File: config.mk
export PLATFORM = sky130hd
export DESIGN_NAME = adc_scan_seq
export DESIGN_NICKNAME = d
export VERILOG_FILES = /design/src/rtl/adc_seq_pkg.sv /design/src/rtl/seq_period_gen.sv /design/src/rtl/seq_chan_emitter.sv /design/src/rtl/adc_scan_seq.sv
export SDC_FILE = /design/constraint.sdc
export NUM_CORES = 1
export LEC_CHECK = 0
export ABC_AREA = 1
export BUFFER_PORTS_ARGS = -buffer_cell sky130_fd_sc_hd__buf_2
export CORE_AREA = 2 2 75 77
export DETAILED_ROUTE_END_ITERATION = 16
export DIE_AREA = 0 0 77 79
export PLACE_DENSITY = 0.85
export SYNTH_ARGS = -nofsm -noshare
export SYNTH_HDL_FRONTEND = slang
export SYNTH_SLANG_ARGS = --single-unit
File: constraint.sdc
create_clock -name clk -period 6.87 [get_ports clk]
set_clock_uncertainty 0.2 [all_clocks]
set_input_delay 1.0305 -clock clk [delete_from_list [all_inputs] [get_ports clk]]
set_output_delay 1.0305 -clock clk [all_outputs]
set_load 0.1 [all_outputs]
File: src/rtl/adc_seq_pkg.sv
package adc_seq_pkg;

  localparam int NUM_CH = 4;
  localparam int CH_W   = 2;
  localparam int CFG_W  = 16;

  // Field positions inside the configuration word
  localparam int MODE_LSB  = 0;
  localparam int CSEL_LSB  = 3;
  localparam int SHIFT_LSB = 5;
  localparam int EN_LO_POS = 7;
  localparam int EN_HI_POS = 8;
  localparam int PD_A_POS  = 11;
  localparam int PD_D_POS  = 12;

  // Channel group selected by the mode code
  typedef struct packed {
    logic            valid;
    logic [CH_W-1:0] first;
    logic [CH_W-1:0] last;
  } grp_t;

  // Fields that drive the period counter
  typedef struct packed {
    logic       pd;
    logic [1:0] sel;
    logic [1:0] shift;
  } timing_t;

  // Registered copy of the used configuration fields
  typedef struct packed {
    logic [2:0] mode;
    logic [1:0] sel;
    logic [1:0] shift;
    logic [1:0] pair_en;
    logic       pd_a;
    logic       pd_d;
  } cfg_t;

  function automatic grp_t decode_group(input logic [2:0] code);
    grp_t g;
    g = '0;
    casez (code)
      3'b1??: begin g.valid = 1'b1; g.first = code[1:0]; g.last = code[1:0]; end
      3'b010: begin g.valid = 1'b1; g.first = 2'd0;      g.last = 2'd1;      end
      3'b011: begin g.valid = 1'b1; g.first = 2'd2;      g.last = 2'd3;      end
      3'b001: begin g.valid = 1'b1; g.first = 2'd0;      g.last = 2'd3;      end
      default: g = '0;
    endcase
    return g;
  endfunction

endpackage

File: src/rtl/seq_period_gen.sv
module seq_period_gen
  import adc_seq_pkg::*;
#(
  parameter int MCLK0_CYC = 8,
  parameter int MCLK1_CYC = 11,
  parameter int MCLK2_CYC = 12,
  parameter int MCLK3_CYC = 16,
  parameter int CNT_W     = 8
) (
  input  logic             clk,
  input  logic             rst_n,
  input  timing_t          tm,
  output logic             tick,
  output logic [CNT_W-1:0] period
);

  localparam logic [CNT_W-1:0] BASE0 = CNT_W'(MCLK0_CYC);
  localparam logic [CNT_W-1:0] BASE1 = CNT_W'(MCLK1_CYC);
  localparam logic [CNT_W-1:0] BASE2 = CNT_W'(MCLK2_CYC);
  localparam logic [CNT_W-1:0] BASE3 = CNT_W'(MCLK3_CYC);

  logic [CNT_W-1:0] base;
  logic [CNT_W-1:0] cnt_q, cnt_d;
  timing_t          tm_q;
  logic             restart;
  logic             cnt_en;

  always_comb begin
    case (tm.sel)
      2'd0:    base = BASE0;
      2'd1:    base = BASE1;
      2'd2:    base = BASE2;
      default: base = BASE3;
    endcase
    period = base << tm.shift;
  end

  // Any timing change or power-down puts the count back to zero
  always_comb begin
    restart = (tm != tm_q) || tm.pd;
    tick    = !restart && (cnt_q == period - CNT_W'(1));
    cnt_en  = 1'b1;
    if (restart || tick) cnt_d = '0;
    else                 cnt_d = cnt_q + CNT_W'(1);
  end

  always_ff @(posedge clk or negedge rst_n) begin
    if (!rst_n) begin
      cnt_q <= '0;
      tm_q  <= '0;
    end else if (cnt_en) begin
      cnt_q <= cnt_d;
      tm_q  <= tm;
    end
  end

  // a restart never coincides with a boundary in the following cycle
  a_r7_restart_holdoff: assert property (@(posedge clk) disable iff (!rst_n)
    restart |=> !tick);

endmodule

File: src/rtl/seq_chan_emitter.sv
module seq_chan_emitter
  import adc_seq_pkg::*;
#(
  parameter int SMP_W = 16
) (
  input  logic                    clk,
  input  logic                    rst_n,
  input  logic                    abort,
  input  logic                    load,
  input  grp_t                    grp,
  input  logic [NUM_CH*SMP_W-1:0] gated,
  output logic                    smp_valid,
  output logic [CH_W-1:0]         smp_chan,
  output logic [SMP_W-1:0]        smp_data
);

  logic             busy_q, busy_d;
  logic [CH_W-1:0]  cur_q, cur_d;
  logic [CH_W-1:0]  last_q, last_d;
  logic             emit;
  logic             valid_d;
  logic [SMP_W-1:0] data_d;

  always_comb begin
    busy_d  = busy_q;
    cur_d   = cur_q;
    last_d  = last_q;
    emit    = 1'b0;
    valid_d = 1'b0;
    data_d  = gated[cur_q*SMP_W +: SMP_W];
    if (abort) begin
      busy_d = 1'b0;
    end else if (load) begin
      busy_d = 1'b1;
      cur_d  = grp.first;
      last_d = grp.last;
    end else if (busy_q) begin
      emit    = 1'b1;
      valid_d = 1'b1;
      busy_d  = (cur_q != last_q);
      cur_d   = cur_q + CH_W'(1);
    end
  end

  always_ff @(posedge clk or negedge rst_n) begin
    if (!rst_n) begin
      busy_q    <= 1'b0;
      cur_q     <= '0;
      last_q    <= '0;
      smp_valid <= 1'b0;
    end else begin
      busy_q    <= busy_d;
      cur_q     <= cur_d;
      last_q    <= last_d;
      smp_valid <= valid_d;
    end
  end

  // Tag and data only move when a sample is emitted
  always_ff @(posedge clk or negedge rst_n) begin
    if (!rst_n) begin
      smp_chan <= '0;
      smp_data <= '0;
    end else if (emit) begin
      smp_chan <= cur_q;
      smp_data <= data_d;
    end
  end

  // consecutive samples step up by one channel
  a_r4_chan_ascends: assert property (@(posedge clk) disable iff (!rst_n)
    smp_valid && $past(smp_valid) |-> smp_chan == $past(smp_chan) + CH_W'(1));

  // a loaded group yields its first sample two cycles later unless aborted
  a_r4_first_sample: assert property (@(posedge clk) disable iff (!rst_n)
    (load && !abort) ##1 !abort |=> smp_valid);

endmodule

File: src/rtl/adc_scan_seq.sv
module adc_scan_seq
  import adc_seq_pkg::*;
#(
  parameter int SMP_W     = 16,
  parameter int MCLK0_CYC = 8,
  parameter int MCLK1_CYC = 11,
  parameter int MCLK2_CYC = 12,
  parameter int MCLK3_CYC = 16
) (
  input  logic                    clk,
  input  logic                    rst_n,
  input  logic [CFG_W-1:0]        cfg_word,
  input  logic [NUM_CH*SMP_W-1:0] adc_in,
  output logic                    scan_strobe,
  output logic                    smp_valid,
  output logic [CH_W-1:0]         smp_chan,
  output logic [SMP_W-1:0]        smp_data
);

  localparam int MAX01 = (MCLK0_CYC > MCLK1_CYC) ? MCLK0_CYC : MCLK1_CYC;
  localparam int MAX23 = (MCLK2_CYC > MCLK3_CYC) ? MCLK2_CYC : MCLK3_CYC;
  localparam int MAXM  = (MAX01 > MAX23) ? MAX01 : MAX23;
  localparam int CNT_W = $clog2(MAXM * 8 + 1);

  cfg_t                    cfg_q, cfg_d;
  timing_t                 tm;
  grp_t                    grp;
  logic                    pd;
  logic                    tick;
  logic                    strobe_d;
  logic [CNT_W-1:0]        period;
  logic [NUM_CH*SMP_W-1:0] gated;
  logic                    unused_cfg_bits;

  // Configuration register
  always_comb begin
    cfg_d.mode    = cfg_word[MODE_LSB  +: 3];
    cfg_d.sel     = cfg_word[CSEL_LSB  +: 2];
    cfg_d.shift   = cfg_word[SHIFT_LSB +: 2];
    cfg_d.pair_en = {cfg_word[EN_HI_POS], cfg_word[EN_LO_POS]};
    cfg_d.pd_a    = cfg_word[PD_A_POS];
    cfg_d.pd_d    = cfg_word[PD_D_POS];
  end

  assign unused_cfg_bits = ^{cfg_word[15:13], cfg_word[10:9]};

  always_ff @(posedge clk or negedge rst_n) begin
    if (!rst_n) cfg_q <= '0;
    else        cfg_q <= cfg_d;
  end

  always_comb begin
    pd       = cfg_q.pd_a | cfg_q.pd_d;
    tm.pd    = pd;
    tm.sel   = cfg_q.sel;
    tm.shift = cfg_q.shift;
    grp      = decode_group(cfg_q.mode);
    strobe_d = tick & grp.valid;
  end

  // A disabled pair reads as grounded
  for (genvar i = 0; i < NUM_CH; i++) begin : g_gate
    assign gated[i*SMP_W +: SMP_W] = cfg_q.pair_en[i/2] ? adc_in[i*SMP_W +: SMP_W] : '0;
  end

  seq_period_gen #(
    .MCLK0_CYC(MCLK0_CYC),
    .MCLK1_CYC(MCLK1_CYC),
    .MCLK2_CYC(MCLK2_CYC),
    .MCLK3_CYC(MCLK3_CYC),
    .CNT_W    (CNT_W)
  ) u_period (
    .clk   (clk),
    .rst_n (rst_n),
    .tm    (tm),
    .tick  (tick),
    .period(period)
  );

  always_ff @(posedge clk or negedge rst_n) begin
    if (!rst_n) scan_strobe <= 1'b0;
    else        scan_strobe <= strobe_d;
  end

  seq_chan_emitter #(
    .SMP_W(SMP_W)
  ) u_emit (
    .clk      (clk),
    .rst_n    (rst_n),
    .abort    (pd),
    .load     (strobe_d),
    .grp      (grp),
    .gated    (gated),
    .smp_valid(smp_valid),
    .smp_chan (smp_chan),
    .smp_data (smp_data)
  );

  // Independent strobe spacing monitor
  logic [CNT_W-1:0] sep_q;
  logic             sep_ok_q;
  timing_t          chk_tm_q;

  always_ff @(posedge clk or negedge rst_n) begin
    if (!rst_n) begin
      sep_q    <= '0;
      sep_ok_q <= 1'b0;
      chk_tm_q <= '0;
    end else begin
      chk_tm_q <= tm;
      if (scan_strobe) sep_q <= '0;
      else             sep_q <= sep_q + CNT_W'(1);
      if (tm != chk_tm_q) sep_ok_q <= 1'b0;
      else if (scan_strobe) sep_ok_q <= 1'b1;
    end
  end

  // strobes keep the selected period
  a_r6_spacing: assert property (@(posedge clk) disable iff (!rst_n)
    scan_strobe && sep_ok_q && (tm == chk_tm_q) |-> sep_q == period - CNT_W'(1));

  // power-down silences the strobe
  a_r9_pd_silent: assert property (@(posedge clk) disable iff (!rst_n)
    pd |=> !scan_strobe);

  // an empty group never strobes
  a_r5_none_silent: assert property (@(posedge clk) disable iff (!rst_n)
    !grp.valid |=> !scan_strobe);

  // samples of a disabled pair carry zero
  a_r8_lo_pair_zero: assert property (@(posedge clk) disable iff (!rst_n)
    smp_valid && !smp_chan[1] && !$past(cfg_q.pair_en[0]) |-> smp_data == '0);
  a_r8_hi_pair_zero: assert property (@(posedge clk) disable iff (!rst_n)
    smp_valid && smp_chan[1] && !$past(cfg_q.pair_en[1]) |-> smp_data == '0);

endmodule

# ---- Yosys cells after proc, flatten, opt, wreduce, memory -nomap -nowiden
# Cells that the tools add are included.
dict set report word_totals {
  elab_cells 56
  output_inout_bits 20
  register_bits 49
  latchBits 0
  inputBits 82
  rom_bits 0
  ram_bits 0
  memories 0
}
dict set report classes {
  bitwise_logic 3
  muxes 15
  n_reduce_logical 8
  addsub 3
  n_mul 0
  n_eq_ne 8
  div 0
  order_cmp 0
  n_shift 2
}
# operator count
set op_table {}
lappend op_table {{16-bit 2-to-1 mux} 4}
lappend op_table {{64-bit by 7-bit variable part select with 16-bit output} 1}
lappend op_table {{5-bit case mux with 4 select lines} 1}
lappend op_table {{5-bit case mux with 3 select lines} 1}
lappend op_table {{8-bit by 1-bit adder with 8-bit output, second input constant} 1}
lappend op_table {{8-bit == test} 1}
lappend op_table {{8-bit 2-to-1 mux} 1}
lappend op_table {{5-bit by 2-bit left shift with 8-bit output} 1}
lappend op_table {{8-bit by 1-bit subtractor with 8-bit output, second input constant} 1}
lappend op_table {{3-bit by 2-bit == test with 1-bit output, second input constant} 2}
lappend op_table {{1-bit 2-to-1 mux} 6}
lappend op_table {{5-bit != test} 1}
lappend op_table {{2-bit 2-to-1 mux} 2}
lappend op_table {{2-bit AND reduction} 2}
lappend op_table {{3-bit by 1-bit == test with 1-bit output, second input constant} 1}
lappend op_table {{2-bit by 1-bit adder with 2-bit output, second input constant} 1}
lappend op_table {{2-bit by 1-bit == test with 1-bit output, second input constant} 1}
lappend op_table {{2-bit == test, second input constant} 1}
lappend op_table {{2-bit zero test} 1}
lappend op_table {{1-bit logical OR} 2}
lappend op_table {{2-bit != test} 1}
lappend op_table {{2-bit nonzero test} 1}
lappend op_table {{1-bit bitwise AND} 1}
lappend op_table {{1-bit logical AND} 1}
lappend op_table {{3 further kinds} 3}

# ---- Logic depth before layout (Yosys ltp)
# Gate-level depths: netlist (run 1).
dict set report depth {
  depth_word 9
  depth_mapped 19
  depth_no_buf 17
}

# ---- Hierarchy
# Synthesis (run 1) repeated with hierarchy kept, for this count alone.
dict set report hier_totals {
  cells_unflattened 552
  hier_area_um2 3514.6
}
# module cells_each instances area_per_inst_um2 seq_area_each_um2
set by_module_without_submodules {}
lappend by_module_without_submodules {seq_chan_emitter 258 1 1649.1 600.6}
lappend by_module_without_submodules {seq_period_gen 137 1 967.2 325.3}
lappend by_module_without_submodules {adc_scan_seq 157 1 898.4 300.3}

# ---- Least setup slack after synthesis (run 1)
# No wires, ideal clock.
dict set report synth_timing {
  path_kind {register to register}
  from {register cfg_q[7] (netlist bit)}
  to {register u_emit.smp_chan[1]}
  period_less_slack_ns 2.520
  setup_slack_ns 4.350
  stages_incl_launch_ff 20
  t_required_ns 6.602
  path_buffers 3
  setup_time_ns 0.068
  t_arrival_ns 2.253
  path_cell_list {dfrtp_1 > buf_6 > inv_2 > nand2_1 > nor2_1 > inv_1 > ha_1 > a21oi_1 > o21ai_0 > nor2_1 > nand3_1 > nor2_1 > nand2_1 > nor2_4 > nand3_4 > nand2_4 > buf_6 > buf_8 > nand2_1 > nand2_1}
}
dict set report synth_between {
  elab_chain_cells 9
  word_cells_on_any_way 14
  cone_classes {1 x add/sub; 4 x eq/ne; 1 x shift; 3 x mux; 1 x bitwise; 4 x reduce/logical}
}
# item line
set synth_rtl {}
lappend synth_rtl {{from (decl)} adc_scan_seq.sv:25} ;# cfg_t cfg_q, cfg_d;
lappend synth_rtl {{from (signal assigned)} adc_scan_seq.sv:49} ;# else cfg_q <= cfg_d;
lappend synth_rtl {{2-bit == test (tied with other cells)} seq_period_gen.sv:29} ;# case (tm.sel)
lappend synth_rtl {{5-bit case mux with 3 select lines} seq_period_gen.sv:29}
lappend synth_rtl {{5-bit by 2-bit left shift with 8-bit output} seq_period_gen.sv:35} ;# period = base << tm.shift;
lappend synth_rtl {{8-bit by 1-bit subtractor with 8-bit output} seq_period_gen.sv:41} ;# tick = !restart && (cnt_q == period - CNT_W'(1));
lappend synth_rtl {{8-bit == test} seq_period_gen.sv:41}
lappend synth_rtl {{1-bit logical AND (*)} seq_period_gen.sv:41}
lappend synth_rtl {{1-bit bitwise AND (*)} adc_scan_seq.sv:58} ;# strobe_d = tick & grp.valid;
lappend synth_rtl {{1-bit 2-to-1 mux (*)} seq_chan_emitter.sv:33} ;# end else if (load) begin
lappend synth_rtl {{1-bit 2-to-1 mux (*)} seq_chan_emitter.sv:31} ;# if (abort) begin
lappend synth_rtl {{to (signal assigned)} seq_chan_emitter.sv:65} ;# smp_chan <= cur_q;
lappend synth_rtl {{to (decl)} seq_chan_emitter.sv:13} ;# output logic [CH_W-1:0] smp_chan,
# Mark *: on every way between the ends. The rest lies on a longest branch, timed or not.
# A chain may end at the register's enable or synchronous reset.

# ---- Worst setup path after layout (run 1)
dict set report layout_timing {
  from {register cfg_q[7] (netlist bit)}
  to {register u_emit.smp_data[10]}
}
dict set report layout_between {
  elab_chain_cells 9
  word_cells_on_any_way 14
  cone_classes {1 x add/sub; 4 x eq/ne; 1 x shift; 3 x mux; 1 x bitwise; 4 x reduce/logical}
}
# item line
set layout_rtl {}
lappend layout_rtl {{2-bit == test (tied with other cells)} seq_period_gen.sv:29}
lappend layout_rtl {{5-bit case mux with 3 select lines} seq_period_gen.sv:29}
lappend layout_rtl {{5-bit by 2-bit left shift with 8-bit output} seq_period_gen.sv:35}
lappend layout_rtl {{8-bit by 1-bit subtractor with 8-bit output} seq_period_gen.sv:41}
lappend layout_rtl {{8-bit == test} seq_period_gen.sv:41}
lappend layout_rtl {{1-bit logical AND (*)} seq_period_gen.sv:41}
lappend layout_rtl {{1-bit bitwise AND (*)} adc_scan_seq.sv:58}
lappend layout_rtl {{1-bit 2-to-1 mux (*)} seq_chan_emitter.sv:33}
lappend layout_rtl {{1-bit 2-to-1 mux (*)} seq_chan_emitter.sv:31}
lappend layout_rtl {{to (signal assigned)} seq_chan_emitter.sv:66} ;# smp_data <= data_d;
lappend layout_rtl {{to (decl)} seq_chan_emitter.sv:14} ;# output logic [SMP_W-1:0] smp_data
# Marks and branches as above.

==> results.yml, run 1 <==
run_status:
  status: "finished clean"
timing:
  finalSetupViolCount: 0
  finalCritPeriodShare_pct: 44.8
  max_freq_ghz: 0.325
  setup_ws_ps: 3790
  fin_tns_setup_ps: 0
  hold_violations: 0
  relSlewSlack_pct: 26.0
  fin_crit_ps: 3080
  rsz0062_at_grt: "no"
  drv_slew: 0
  worst_slew_pin_slew_ps: 1110
worst_setup_path:
  rrSetupSlack_ps: 3790
  slowest_stage: "dfrtp_1"
  crit_type: "flop to flop"
  cp_max_fo: 20
  worstPathArrival_ps: 3070
  r2r-start: "cfg_q[7]"
  required_ps: 6860
  max_stage_delay_ps: 530
  cp_common_cell: "nand2_1"
  critPathCaptureType: "flop"
  critPathLaunchType: "flop"
  crit_chain: "inv_2 > nand2_1 > nor2_1 > inv_1 > ha_1 > a21oi_1 > o21ai_0 > nor2_1 > nand3_1 > nor2_1 > nand2_1 > nor2_4 > nand3_4 > nand2_4 > inv_2 > nand2_1 > nand2_1"
  crit_buf_inv: 3
  r2r-end: "u_emit.smp_data[10]"
  critPathTopFamily: "simple AND/OR/NAND/NOR gates"
  reg2reg_depth: 17
yosys:
  synth-seq-cells: 49
  synthDistinctLibCells: 32
  synth.largest_area_cell: "dfrtp_1"
  syn_nets: 451
  syn_avg_cell_area_um2: 7.61
  yosys.area.top_type_share_pct: 43.9
  yosys-top-cells-count: "nand2_1 (104), nor2_1 (66), dfrtp_1 (49), inv_1 (25), o21ai_0 (23)"
  synth-edff-count: 0
  synth_area_leaders: "dfrtp_1 (44%), nand2_1 (14%), nor2_1 (8.9%)"
  ys_seq_area_share_pct: 43.9
  ys_warn_count: 0
  synth_cells: 367
  async_reset_ff_share_pct: 100
  synth_most_common_cell: "nand2_1"
  synth_area_um2: 2790
  synth_top_flop_cell: "dfrtp_1"
global_routing:
  gr-total-overflow: 0
  track_usage_pct: 23.3
  grt_pass1_wl_um: 11400
  antenna_found_initial: 0
  grt_pass1_vias: 2715
  grt_max_degree: 50
floorplan:
  num_rows: 27
  die_x_um: 77
  start_util_pct: 52.3
  die_h_um: 79
  ios: 102
  dieArea_um2: 6080
  core_area_um2: 5340
pwr:
  p_int_uw: 433
  power.leakage_nw: 1.74
  sw_frac_of_total_pct: 24.0
  clkPwrFrac_pct: 35.7
  seqPwrFrac_pct: 52.5
  p_sw_uw: 137
  power.share.combinational_pct: 11.8
  peakVddDrop_mv: 0.0902
  power.density_nw_per_um2: 169
clock_tree:
  insertion_delay_ps: 300
  numCtsBuffers: 5
  htreeDepth: 2
  ctsHoldBuffers: 0
  root_buffer: "clkbuf_8"
  cts_sinks: 49
  cts.clk_slew.worst_paths_ps: 90
  clockBufferDepth: 2
  cts_tree: "built"
  ctsResizeCount: 0
  postCtsSetupRepairBufs: 0
hold_path:
  hold_path_depth: 2
  hp-class: "flop to flop"
  min_to: "u_period.tm_q[4]"
  min_from: "cfg_q[0]"
routing:
  drc: 0
  routedWlPerCell_um: 12.4
  drt_iter0_drc: 130
  routed_via_density: 5.26
  ant_nets: 0
  wl_um: 6550
  vias: 2766
  first_pass_iters: 6
final_layout:
  n_antenna_cell: 0
  final_layout_size_suffix_gt1_share_pct: 26.2
  nFillCells: 459
  nets: 537
  area_growth_pct: 20.4
placed_design:
  place_ws_ps: 3820
  place.gp.congestion: 0.906
  io_buffers: 96
  detailed_place_hpwl_um: 4970
flow_run:
  maxCapViolations: 0
-- worst max path at each step --
| stage | startpoint | to | slack, ps | depth (start not counted) |
|---|---|---|---|---|
| after floorplan | cfg_q[7] | u_emit.smp_chan[1] | 4350 | 19 |
| after global placement | cfg_q[6] | u_emit.smp_data[14] | 3930 | 16 |
| after detailed placement | cfg_q[7] | u_emit.smp_data[0] | 3820 | 17 |
| after CTS | cfg_q[7] | u_emit.smp_data[10] | 3800 | 17 |
| after global routing | cfg_q[7] | u_emit.smp_data[14] | 3460 | 17 |
| final | cfg_q[7] | u_emit.smp_data[10] | 3790 | 17 |
-- worst min-delay path: cells and delay by family (launching register included) --
family,cells,cell delay [ps]
buffers and inverters,1,60
flip-flops,1,330
AND/OR/NAND/NOR,1,50
-- logic make-up after synthesis --
group	after synthesis	share of synthesized area, %
buffers and inverters	47	8.33
XOR/XNOR	10	3.40
AO/OA/AOI/OAI	46	10.7
flip-flops	49	43.9
adder cells (fa/ha/maj)	2	0.896
AND/OR/NAND/NOR	213	32.8
-- layout make-up --
cell class                      count  area (um2)  area share, %
Sequential cell                    49        1230           36.5
Timing Repair Buffer               96         480           14.3
Clock inverter                      2        38.8           1.15
Multi-Input combinational cell    271        1340           39.7
Clock buffer                        6        72.6           2.16
Tap cell                           72        90.1           2.68
Inverter                           30         120           3.57
-- per-layer routing --
layer	GRT usage (%)	part of all wire, %	up-vias
li1	-	-	1360
met1	26.1	42	1285
met2	43.3	50	104
met3	4.09	5.3	17
met4	10.4	2.5	0
met5	0	0	-
-- cells in the final DEF, fill, tap and decap left out --
| cell | instances |
|---|---|
| o21ai_1 | 1 |
| nand2_4 | 1 |
| a21oi_1 | 3 |
| nor4_1 | 2 |
| clkinv_4 | 1 |
| o21a_1 | 1 |
| nor3_1 | 6 |
| nor2_4 | 2 |
| nand3_2 | 3 |
| inv_4 | 3 |
| nand3_4 | 1 |
| inv_2 | 2 |
| o32ai_1 | 16 |
| nand2_1 | 104 |
| nand3_1 | 19 |
| nand4_1 | 5 |
| bufinv_16 | 1 |
| nand2_2 | 2 |
| nand3b_1 | 1 |
| nor3b_1 | 1 |
| clkbuf_1 | 1 |
| o21bai_1 | 1 |
| dfrtp_1 | 49 |
| buf_2 | 96 |
| xor2_2 | 1 |
| xor2_1 | 6 |
| xnor2_1 | 3 |
| a21oi_2 | 1 |
| nor2_1 | 66 |
| inv_1 | 25 |
| clkbuf_8 | 5 |
| o21ai_0 | 23 |
| ha_1 | 2 |
-- registers in the layout, indices dropped and copies added, names as in the netlist --
name / count
cfg_q: 11
scan_strobe: 1
u_emit.busy_q: 1
u_emit.cur_q: 2
u_emit.last_q: 2
u_emit.smp_chan: 2
u_emit.smp_data: 16
u_emit.smp_valid: 1
u_period.cnt_q: 8
u_period.tm_q: 5
-- metrics by stage --
step           std cells  util, %  hold WS (ps)  area [um2]  total power, mW
2_1_floorplan        367        -           155        2790            0.340
5_1_grt              526     63.0           300        3360            0.596
4_1_cts              526     63.0           278        3360            0.575
6_report             526     63.0           275        3360            0.570
3_3_place_gp         518     60.9           250        3250            0.369
3_5_place_dp         518     60.9           257        3250            0.372
-- power groups by stage --
stage | combinational, mW | clock (mW) | sequential (mW)
global route | 0.0774 | 0.219 | 0.300
global placement | 0.0644 | 0 | 0.304
CTS | 0.0674 | 0.208 | 0.299
detailed placement | 0.0672 | 0 | 0.305
finish | 0.0672 | 0.203 | 0.299
floorplan | 0.0391 | 0 | 0.301
Note: power is estimated with default switching activity, not from simulation.
==> inputs of run 2 (changes only) <==
--- a/config.mk
+++ b/config.mk
@@ -5,12 +5,12 @@
 export SDC_FILE = /design/constraint.sdc
 export NUM_CORES = 1
 export LEC_CHECK = 0
-export ABC_AREA = 1
+export ABC_AREA = 0
 export BUFFER_PORTS_ARGS = -buffer_cell sky130_fd_sc_hd__buf_2
-export CORE_AREA = 2 2 75 77
+export CORE_AREA = 2 2 83 85
 export DETAILED_ROUTE_END_ITERATION = 16
-export DIE_AREA = 0 0 77 79
-export PLACE_DENSITY = 0.85
+export DIE_AREA = 0 0 85 87
+export PLACE_DENSITY = 0.75
 export SYNTH_ARGS = -nofsm -noshare
 export SYNTH_HDL_FRONTEND = slang
 export SYNTH_SLANG_ARGS = --single-unit
==> constraint.sdc (replaced) <==
create_clock -name clk -period 2.7 [get_ports clk]
set_clock_uncertainty 0.2 [all_clocks]
set_input_delay 0.405 -clock clk [delete_from_list [all_inputs] [get_ports clk]]
set_output_delay 0.405 -clock clk [all_outputs]
set_load 0.1 [all_outputs]
==> run 2 against run 1 <==
Against the previous run: the run now ends with setup timing left; fmax down 2.7%; sequential power rose to 2.5 times the previous value; non-clock buffer count up 28; worst setup slack worse by 4300 ps; register-to-register slack worse by 4300 ps; design area up 13%; sequential share of layout area down 4.1 points; routed wire length up 4.8%; critical path type unchanged; highest routed layer unchanged.
==> results.yml, run 2 <==
run_status:
  status: "complete, but fails checks"
  violations: "setup timing"
clock_tree:
  insertion_delay_ps: 300
  cts_sinks: 49
  root_buffer: "clkbuf_8"
  cts_tree: "built"
  htreeDepth: 2
  cts.clk_slew.worst_paths_ps: 90
  clockBufferDepth: 2
  numCtsBuffers: 5
floorplan:
  num_rows: 30
  die_x_um: 85
  dieArea_um2: 7400
  core_area_um2: 6570
  ios: 102
  die_h_um: 87
  start_util_pct: 43.1
routing:
  first_pass_iters: 4
  routed_via_density: 5.28
  vias: 2408
  wl_um: 6860
  drc: 0
  routedWlPerCell_um: 15.1
  drt_iter0_drc: 106
  ant_nets: 0
timing:
  rsz0062_at_grt: "yes"
  relSlewSlack_pct: 36.9
  worst_slew_pin_slew_ps: 947
  drv_slew: 0
  finalSetupViolCount: 33
  finalCritPeriodShare_pct: 117
  fin_crit_ps: 3160
  max_freq_ghz: 0.316
  hold_violations: 0
  setup_ws_ps: -461
placed_design:
  detailed_place_hpwl_um: 4840
  place.gp.congestion: 0.820
  io_buffers: 96
pwr:
  peakVddDrop_mv: 0.438
  power.leakage_nw: 1.75
  power.density_nw_per_um2: 390
  power_mw: 1.48
yosys:
  synth.largest_area_cell: "dfrtp_1"
  synthDistinctLibCells: 49
  yosys-top-cells-count: "dfrtp_1 (49), mux2i_1 (33), o22ai_1 (17), nand2_1 (13), nor2_1 (13)"
  async_reset_ff_share_pct: 100
  synth_area_um2: 2830
  synth-seq-cells: 49
  synth_most_common_cell: "dfrtp_1"
  syn_avg_cell_area_um2: 10.9
  ys_warn_count: 0
  yosys.area.top_type_share_pct: 43.3
  synth_cells: 260
  ys_seq_area_share_pct: 43.3
  synth_area_leaders: "dfrtp_1 (43%), mux2i_1 (12%), mux2_4 (4.8%)"
  synth_top_flop_cell: "dfrtp_1"
  syn_nets: 344
  synth-edff-count: 0
worst_setup_path:
  slowest_stage: "or4_4"
  critPathCaptureType: "flop"
  crit_buf_inv: 2
  critPathLaunchType: "flop"
  cp_max_fo: 5
  critPathTopFamily: "simple AND/OR/NAND/NOR gates"
  max_stage_delay_ps: 540
  crit_type: "flop to flop"
  required_ps: 2700
  worstPathArrival_ps: 3160
  cp_common_cell: "nand2_1"
  crit_chain: "nor2_1 > nand2_1 > or2_4 > ha_4 > buf_6 > buf_4 > nand2_1 > o22ai_2 > a311oi_2 > xnor2_2 > or4_4 > and2_4 > mux2_4"
final_layout:
  final_util_pct: 57.8
  nets: 459
  area_growth_pct: 34.2
  largestRegisters: "u_emit.smp_data (16), cfg_q (11), u_period.cnt_q (8)"
  layout_commonest_cell: "buf_2"
  top_register: "u_emit.smp_data"
  final_layout_size_suffix_gt1_share_pct: 44.4
  layout_common_cells: "buf_2 (96), dfrtp_1 (48), mux2i_1 (33), mux2_4 (18), buf_4 (17)"
  nFillCells: 537
  n_antenna_cell: 0
  largest_reg_flops: 16
global_routing:
  grt_pass1_wl_um: 11000
  grt_max_degree: 37
  antenna_found_initial: 0
  gr-total-overflow: 0
  track_usage_pct: 18.7
  grt_pass1_vias: 2305
hold_path:
  hp-class: "primary input to flop"
flow_run:
  maxCapViolations: 0
-- run 2: cell types whose count changed in the layout (fill, tap and decap cells not counted), moves of 8 or more --
cell	delta
inv_1	-20
mux2_4	+18
dlygate4sd3_1	+8
nand2_1	-91
mux2i_1	+33
nor2_1	-56
o21ai_0	-15
o32ai_1	-16
nand3_1	-13
o22ai_1	+15
buf_4	+17
-- run 2: final timing paths --
kind                                          start                   to  slack, ps  cells after the start
worst max-delay path                       cfg_q[7]   u_emit.smp_data[2]       -460                     13
worst min-delay path                   cfg_word[12]             cfg_q[0]          6                      1
worst max register to register             cfg_q[7]   u_emit.smp_data[2]       -460                     13
worst min register to register  u_emit.smp_data[10]  u_emit.smp_data[10]        310                      1
max in group asynchronous                     rst_n  u_emit.smp_data[10]       1270                      3
min in group asynchronous                     rst_n             cfg_q[1]        430                      2
-- run 2: cell type report --
cell class	count	area, um2	share of cell area, %
Multi-Input combinational cell	190	1620	42.6
Sequential cell	49	1230	32.3
Timing Repair Buffer	124	722	19.0
Tap cell	80	100	2.64
Clock buffer	6	72.6	1.91
Clock inverter	2	38.8	1.02
Inverter	5	18.8	0.494
-- run 2: kinds of logic (layout without fill, tap and decap cells) --
family                   after synthesis  in the layout  share of synthesized area [%]
buffers and inverters                 24            137                           4.95
adder cells (fa/ha/maj)                2              2                          0.884
AND/OR/NAND/NOR                       62             65                           12.2
AO/OA/AOI/OAI                         52             52                           12.2
flip-flops                            49             49                           43.3
multiplexers                          51             51                           20.0
XOR/XNOR                              20             20                           6.45
-- run 2: through the flow --
| stage | setup WS [ps] | hold WS, ps | area, um2 | std cells | setup TNS, ps |
|---|---|---|---|---|---|
| floorplan | -1080 | -90.6 | 2890 | 260 | -24430 |
| global placement | -478 | 217 | 3420 | 432 | -9590 |
| detailed placement | -563 | 225 | 3420 | 432 | -11800 |
| CTS | -435 | 0.178 | 3770 | 454 | -8570 |
| global route | -567 | 2.45 | 3800 | 456 | -13540 |
| finish | -461 | 6.28 | 3800 | 456 | -9820 |
-- run 2: timing repair --
item / CTS / global route
setup buffers: 3 / 2
endpoints found under the setup margin: 33 / 33
hold endpoints to repair: 30 / 0
pin swaps: 10 / 6
hold buffers: 8 / 0
gates resized for setup: 27 / 4
cloned: 3 / 0
-- run 2: power by group --
part	internal [mW]	switching [mW]	leakage, nW	total (mW)
sequential	0.745	0.00711	0.645	0.752
clock	0.278	0.244	0.0554	0.522
combinational	0.107	0.0994	1.05	0.206
total	1.13	0.350	1.75	1.48
-- run 2: metal layers --
| metal | routed length (um) | GRT usage, % | vias up | share of wire (%) |
|---|---|---|---|---|
| met4 | 160 | 7.07 | 0 | 2.3 |
| met1 | 3020 | 24.9 | 1178 | 44 |
| met5 | 0 | 0 | - | 0 |
| met2 | 3480 | 30.1 | 45 | 51 |
| met3 | 197 | 4.08 | 14 | 2.9 |
| li1 | - | - | 1171 | - |
